### config.mk
export PLATFORM = sky130hd
export DESIGN_NAME = sha1_msg_sched
export DESIGN_NICKNAME = d
export VERILOG_FILES = /design/src/rtl/sha1_sched_pkg.sv /design/src/rtl/sha1_sched_win.sv /design/src/rtl/sha1_sched_expand.sv /design/src/rtl/sha1_msg_sched.sv
export SDC_FILE = /design/constraint.sdc
export NUM_CORES = 2
export LEC_CHECK = 0
export BUFFER_PORTS_ARGS = -buffer_cell sky130_fd_sc_hd__buf_2
export CAP_MARGIN = 20
export CORE_MARGIN = 2
export CORE_UTILIZATION = 54
export CTS_CLUSTER_DIAMETER = 100
export DETAILED_ROUTE_END_ITERATION = 7
export PLACE_DENSITY = 0.82
export SKIP_CTS_REPAIR_TIMING = 1
export SLEW_MARGIN = 20
export SYNTH_ARGS = -nofsm -noshare
export SYNTH_HDL_FRONTEND = slang
export SYNTH_HIERARCHICAL = 1
export SYNTH_SLANG_ARGS = --single-unit
### constraint.sdc
create_clock -name clk -period 2.94 [get_ports clk]
set_input_delay 0.147 -clock clk [delete_from_list [all_inputs] [get_ports clk]]
set_output_delay 0.147 -clock clk [all_outputs]
set_load 0.03 [all_outputs]
### src/rtl/sha1_sched_pkg.sv
package sha1_sched_pkg;
    localparam int WORD_W    = 32;
    localparam int WIN_DEPTH = 16;
    localparam int ROUNDS    = 80;
    localparam int ADDR_W    = 7;
    localparam int IDX_W     = $clog2(WIN_DEPTH);
    localparam int BLOCK_W   = WORD_W * WIN_DEPTH;

    // Tap distances of the expansion recurrence
    localparam int TAP_A = 3;
    localparam int TAP_B = 8;
    localparam int TAP_C = 14;

    typedef logic [WORD_W-1:0] word_t;
    typedef logic [ADDR_W-1:0] addr_t;
    typedef logic [IDX_W-1:0]  idx_t;
    typedef logic [WIN_DEPTH-1:0][WORD_W-1:0] window_t;

    typedef enum logic [1:0] {
        PH_DIRECT,
        PH_EXPAND,
        PH_BEYOND
    } phase_e;

    typedef struct packed {
        idx_t t_a;
        idx_t t_b;
        idx_t t_c;
        idx_t t_self;
    } taps_t;

    function automatic word_t rotl1(input word_t x);
        return {x[WORD_W-2:0], x[WORD_W-1]};
    endfunction

    // Window slot indices wrap modulo WIN_DEPTH through IDX_W arithmetic
    function automatic taps_t taps_of(input idx_t i);
        taps_t t;
        t.t_a    = idx_t'(i - idx_t'(TAP_A));
        t.t_b    = idx_t'(i - idx_t'(TAP_B));
        t.t_c    = idx_t'(i - idx_t'(TAP_C));
        t.t_self = i;
        return t;
    endfunction

    function automatic phase_e classify(input addr_t a);
        if (int'(a) < WIN_DEPTH)   return PH_DIRECT;
        else if (int'(a) < ROUNDS) return PH_EXPAND;
        else                       return PH_BEYOND;
    endfunction
endpackage

### src/rtl/sha1_sched_win.sv
module sha1_sched_win
    import sha1_sched_pkg::*;
(
    input  logic                 clk,
    input  logic                 rst,
    input  logic                 load_i,
    input  logic [BLOCK_W-1:0]   block_i,
    input  logic                 we_i,
    input  idx_t                 widx_i,
    input  word_t                wdata_i,
    output window_t              win_o
);
    window_t win_q;

    for (genvar k = 0; k < WIN_DEPTH; k++) begin : g_slot
        always_ff @(posedge clk) begin
            if (rst) begin
                win_q[k] <= '0;
            end else if (load_i) begin
                win_q[k] <= block_i[BLOCK_W-1-k*WORD_W -: WORD_W];
            end else if (we_i && widx_i == idx_t'(k)) begin
                win_q[k] <= wdata_i;
            end
        end
    end

    assign win_o = win_q;


    reset_clear_chk: assert property (@(posedge clk) disable iff (rst)
        $fell(rst) |-> (win_q == '0));


    load_first_word_chk: assert property (@(posedge clk) disable iff (rst)
        load_i |=> (win_q[0] == $past(block_i[BLOCK_W-1 -: WORD_W])));


    hold_when_idle_chk: assert property (@(posedge clk) disable iff (rst)
        (!load_i && !we_i) |=> $stable(win_q));


    write_back_chk: assert property (@(posedge clk) disable iff (rst)
        (we_i && !load_i) |=> (win_q[$past(widx_i)] == $past(wdata_i)));
endmodule

### src/rtl/sha1_sched_expand.sv
module sha1_sched_expand
    import sha1_sched_pkg::*;
(
    input  window_t win_i,
    input  idx_t    idx_i,
    output word_t   next_o
);
    taps_t tp;
    word_t mix;

    always_comb begin
        tp     = taps_of(idx_i);
        mix    = win_i[tp.t_a] ^ win_i[tp.t_b] ^ win_i[tp.t_c] ^ win_i[tp.t_self];
        next_o = rotl1(mix);
    end
endmodule

### src/rtl/sha1_msg_sched.sv
module sha1_msg_sched
    import sha1_sched_pkg::*;
(
    input  logic               clk,
    input  logic               rst,
    input  logic               init,
    input  logic [BLOCK_W-1:0] block,
    input  logic [ADDR_W-1:0]  round_addr,
    output logic [WORD_W-1:0]  w
);
    window_t win;
    word_t   expanded;
    idx_t    slot;
    phase_e  phase;
    logic    win_we;

    assign slot  = idx_t'(round_addr);
    assign phase = classify(round_addr);

    // Write-back only while expanding, and never against a load
    assign win_we = (phase == PH_EXPAND) && !init;

    sha1_sched_win i_win (
        .clk     (clk),
        .rst     (rst),
        .load_i  (init),
        .block_i (block),
        .we_i    (win_we),
        .widx_i  (slot),
        .wdata_i (expanded),
        .win_o   (win)
    );

    sha1_sched_expand i_expand (
        .win_i  (win),
        .idx_i  (slot),
        .next_o (expanded)
    );

    always_comb begin
        unique case (phase)
            PH_DIRECT: w = win[slot];
            PH_EXPAND: w = expanded;
            default:   w = '0;
        endcase
    end


    beyond_no_write_chk: assert property (@(posedge clk) disable iff (rst)
        (int'(round_addr) >= ROUNDS) |-> (!win_we && w == '0));


    init_over_write_chk: assert property (@(posedge clk) disable iff (rst)
        init |-> !win_we);
endmodule

==> flow_metrics.py <==
metrics = {
    "min_path": {
        "hp-class": "in -> reg",
        "hp-start": "block[148]",
    },
    "status": {
        "outcome": "finished, violations left",
        "violations": "design-rule violations, negative hold slack, max-capacitance violations, max-slew violations, negative setup slack",
    },
    "route": {
        "vias": 45400,
        "routedLengthMet1_um": 61100,
        "wl_met3_um": 34300,
        "drt-pass1-iter-count": 8,
        "drt-total-wl_um": 193000,
        "ant_nets": 0,
        "viasPerCell": 7.83,
        "met2_length_um": 78400,
        "drc_errors": 49,
        "routed.top_layer": "met5",
        "routedWlPerCell_um": 33.3,
        "drt-initial-drc-count": 8646,
    },
    "timing": {
        "post-route-min-period_ns": 3.73,
        "tightest_slew_ns": 1.68,
        "fmax_mhz": 268,
        "slew_viol_final": 4,
        "max_slew_margin": -0.126,
        "hold_violations": 23,
        "whs_ns": -0.0647,
        "setup_viol": 18,
        "rsz0062_at_grt": "true",
        "fin_crit_sh": 1.27,
        "setup_ws_ns": -0.787,
        "clock_skew_ns": 0.0411,
        "fin_setup_tns_ns": -5.49,
    },
    "global_route": {
        "grt_pass1_vias": 39400,
        "grt_pass1_wl_um": 248000,
        "grt.total_usage": 0.413,
        "grt_max_degree": 230,
        "overflow": 0,
        "antenna_found_initial": 18,
    },
    "yosys": {
        "yosys_warnings": 6,
        "synthArstFlopShare": 0,
        "synthCells": 3985,
        "yosys.area.top_type_share": 0.249,
        "ys_ff_latch": 512,
        "yosys.area.top_type": "dfxtp_1",
        "ys_types": 55,
        "yosysMostFrequentCell": "a211oi_1",
        "yosys-top-cells-area": "dfxtp_1, mux4_2, a211oi_1",
        "syn_area_um2": 41200,
        "synth_seq_area_share": 0.249,
        "synthFlopType": "dfxtp_1",
        "yosys-top-cells-count": "a211oi_1, a21oi_1, dfxtp_1, mux4_2, xor2_1",
        "syn_avg_cell_area_um2": 10.3,
        "syn_nets": 4510,
        "synth_edf_count": 0,
    },
    "clock_tree": {
        "clock_latency_ns": 0.67,
        "clkSinkCount": 512,
        "clockBufferDepth": 3,
        "cts_tree": "built",
        "cts-root-buf": "clkbuf_16",
        "h-tree-depth": 2,
        "numCtsBuffers": 55,
        "path_clk_slew_ns": 0.08,
    },
    "floorplanning": {
        "ios": 554,
        "die_w_um": 280,
        "initial_core_util": 0.544,
        "rows": 101,
        "core_um2": 75800,
        "die_height_um": 280,
        "fp.dieArea_um2": 78600,
    },
    "run": {
        "drv_cap": 2,
    },
    "critical_path": {
        "crit_slowest_cell": "a211oi_1",
        "crit_path_start": "i_win/win_o[76]$_SDFFE_PP0P_",
        "crit_chain": "xor2_1 > mux4_2 > mux2i_2 > xnor2_1 > xnor2_1 > nor2b_1 > buf_4 > a21oi_1 > a211oi_1",
        "crit_top_cell": "xnor2_1",
        "reg2reg_from": "i_win/win_o[76]$_SDFFE_PP0P_",
        "cp-start-kind": "register",
        "cp_max_fo": 11,
        "slowest_delay_ns": 1.38,
        "r2r_slack_ns": -0.79,
        "worstPathArrival_ns": 4.15,
        "critical_path_required_ns": 3.37,
        "crit_type": "reg -> reg",
        "crit_path_end_kind": "register",
    },
    "final_layout": {
        "largest_register_ffs": 512,
        "final_area_um2": 52200,
        "areaGrowthSynthToFinish_pct": 26.6,
        "final_nets": 5286,
        "drive_above_1_share": 0.343,
        "fin_util": 0.689,
    },
    "placed_design": {
        "post-dp-hpwl_um": 111000,
        "gp_congestion": 0.968,
        "port_buffers": 553,
        "placed_area_um2": 45300,
    },
    "power": {
        "peakVddDrop_mv": 0.540,
        "powerDensity_nw_per_um2": 579,
        "leakage_nw": 20.1,
    },
}
cells by family (layout without fill, tap and decap cells):
family / count (synthesis) / count (layout) / synth area share
adder cells (fa/ha/maj): 3 / 3 / 0.000910
other: 0 / 15 / 0
buffers and inverters: 574 / 1391 / 0.0831
XOR/XNOR: 321 / 321 / 0.0683
multiplexers: 671 / 671 / 0.274
AND/OR/NAND/NOR: 138 / 138 / 0.0182
flip-flops: 512 / 512 / 0.249
AO/OA/AOI/OAI: 1766 / 1766 / 0.307
metrics by stage:
step / cells / total power, mW / setup slack (ns) / hold slack (ns)
after floorplan: 3985 / 17.0 / 0.0239 / 0.374
after global placement: 5217 / 20.6 / -0.00615 / 0.502
after detailed placement: 5217 / 20.8 / -0.0776 / 0.505
after CTS: 5315 / 28.3 / -0.0840 / -0.148
after global routing: 5786 / 30.9 / -0.832 / -0.0498
final: 5795 / 30.2 / -0.787 / -0.0647
power by group:
group | internal, mW | leakage, nW | switching (mW) | total [mW]
combinational | 5.97 | 14.9 | 7.05 | 13.0
clock | 4.34 | 0.924 | 3.30 | 7.64
sequential | 7.88 | 4.29 | 1.68 | 9.56
total | 18.2 | 20.1 | 12.0 | 30.2
worst max-delay path: cells and delay by family, from the launching register on:
kind | cells | cell delay, ns
AO/OA/AOI/OAI | 2 | 1.44
multiplexers | 2 | 0.70
buffers and inverters | 1 | 0.24
flip-flops | 1 | 0.37
AND/OR/NAND/NOR | 1 | 0.22
XOR/XNOR | 3 | 0.52
layout make-up:
class | count | area, um2
inverters | 2 | 7.51
repair buffers | 1291 | 10900
clock buffers | 77 | 1610
well taps | 978 | 1220
clock inverters | 21 | 283
diodes | 15 | 37.5
multi-input cells | 2899 | 27800
fillers | 5136 | 23600
flip-flops and latches | 512 | 10400
final timing paths:
path | endpoint | cells past startpoint
setup / recovery | i_win/win_o[269]$_SDFFE_PP0P_ | 9
hold / removal | i_win/win_o[372]$_SDFFE_PP0P_ | 3
setup reg to reg | i_win/win_o[269]$_SDFFE_PP0P_ | 9
hold reg to reg | i_win/win_o[277]$_SDFFE_PP0P_ | 2
routing by layer:
metal,vias up,track usage
met1,20900,0.523
li1,17700,-
met5,-,0
met2,5144,0.601
met3,1601,0.148
met4,10,0.254
layout by cell type, fill, tap and decap left out, types with 3 or more instances in the layout:
| cell type | n |
|---|---|
| o221ai_1 | 16 |
| clkinv_2 | 7 |
| dfxtp_1 | 386 |
| clkbuf_16 | 57 |
| buf_4 | 184 |
| a211oi_2 | 74 |
| xnor2_1 | 70 |
| a22o_1 | 31 |
| clkbuf_1 | 9 |
| mux4_2 | 354 |
| buf_8 | 4 |
| nor2b_4 | 3 |
| mux2i_1 | 182 |
| o22ai_1 | 15 |
| mux2_2 | 92 |
| dfxtp_2 | 125 |
| o31ai_1 | 30 |
| and2_1 | 16 |
| a222oi_1 | 31 |
| a21o_2 | 13 |
| bufinv_16 | 6 |
| buf_2 | 527 |
| a21oi_1 | 544 |
| nand2_1 | 49 |
| a221oi_2 | 31 |
| a211oi_1 | 965 |
| mux2i_2 | 9 |
| xor2_1 | 248 |
| a21o_4 | 3 |
| clkinvlp_4 | 4 |
| clkbuf_8 | 11 |
| nor3_1 | 3 |
| mux2_1 | 33 |
| nor2_4 | 3 |
| and3_1 | 15 |
| clkbuf_4 | 6 |
| dlygate4sd3_1 | 464 |
| buf_12 | 104 |
| nor2b_1 | 32 |
| diode_2 | 15 |
No activity file was read; power rests on OpenSTA's default activity.
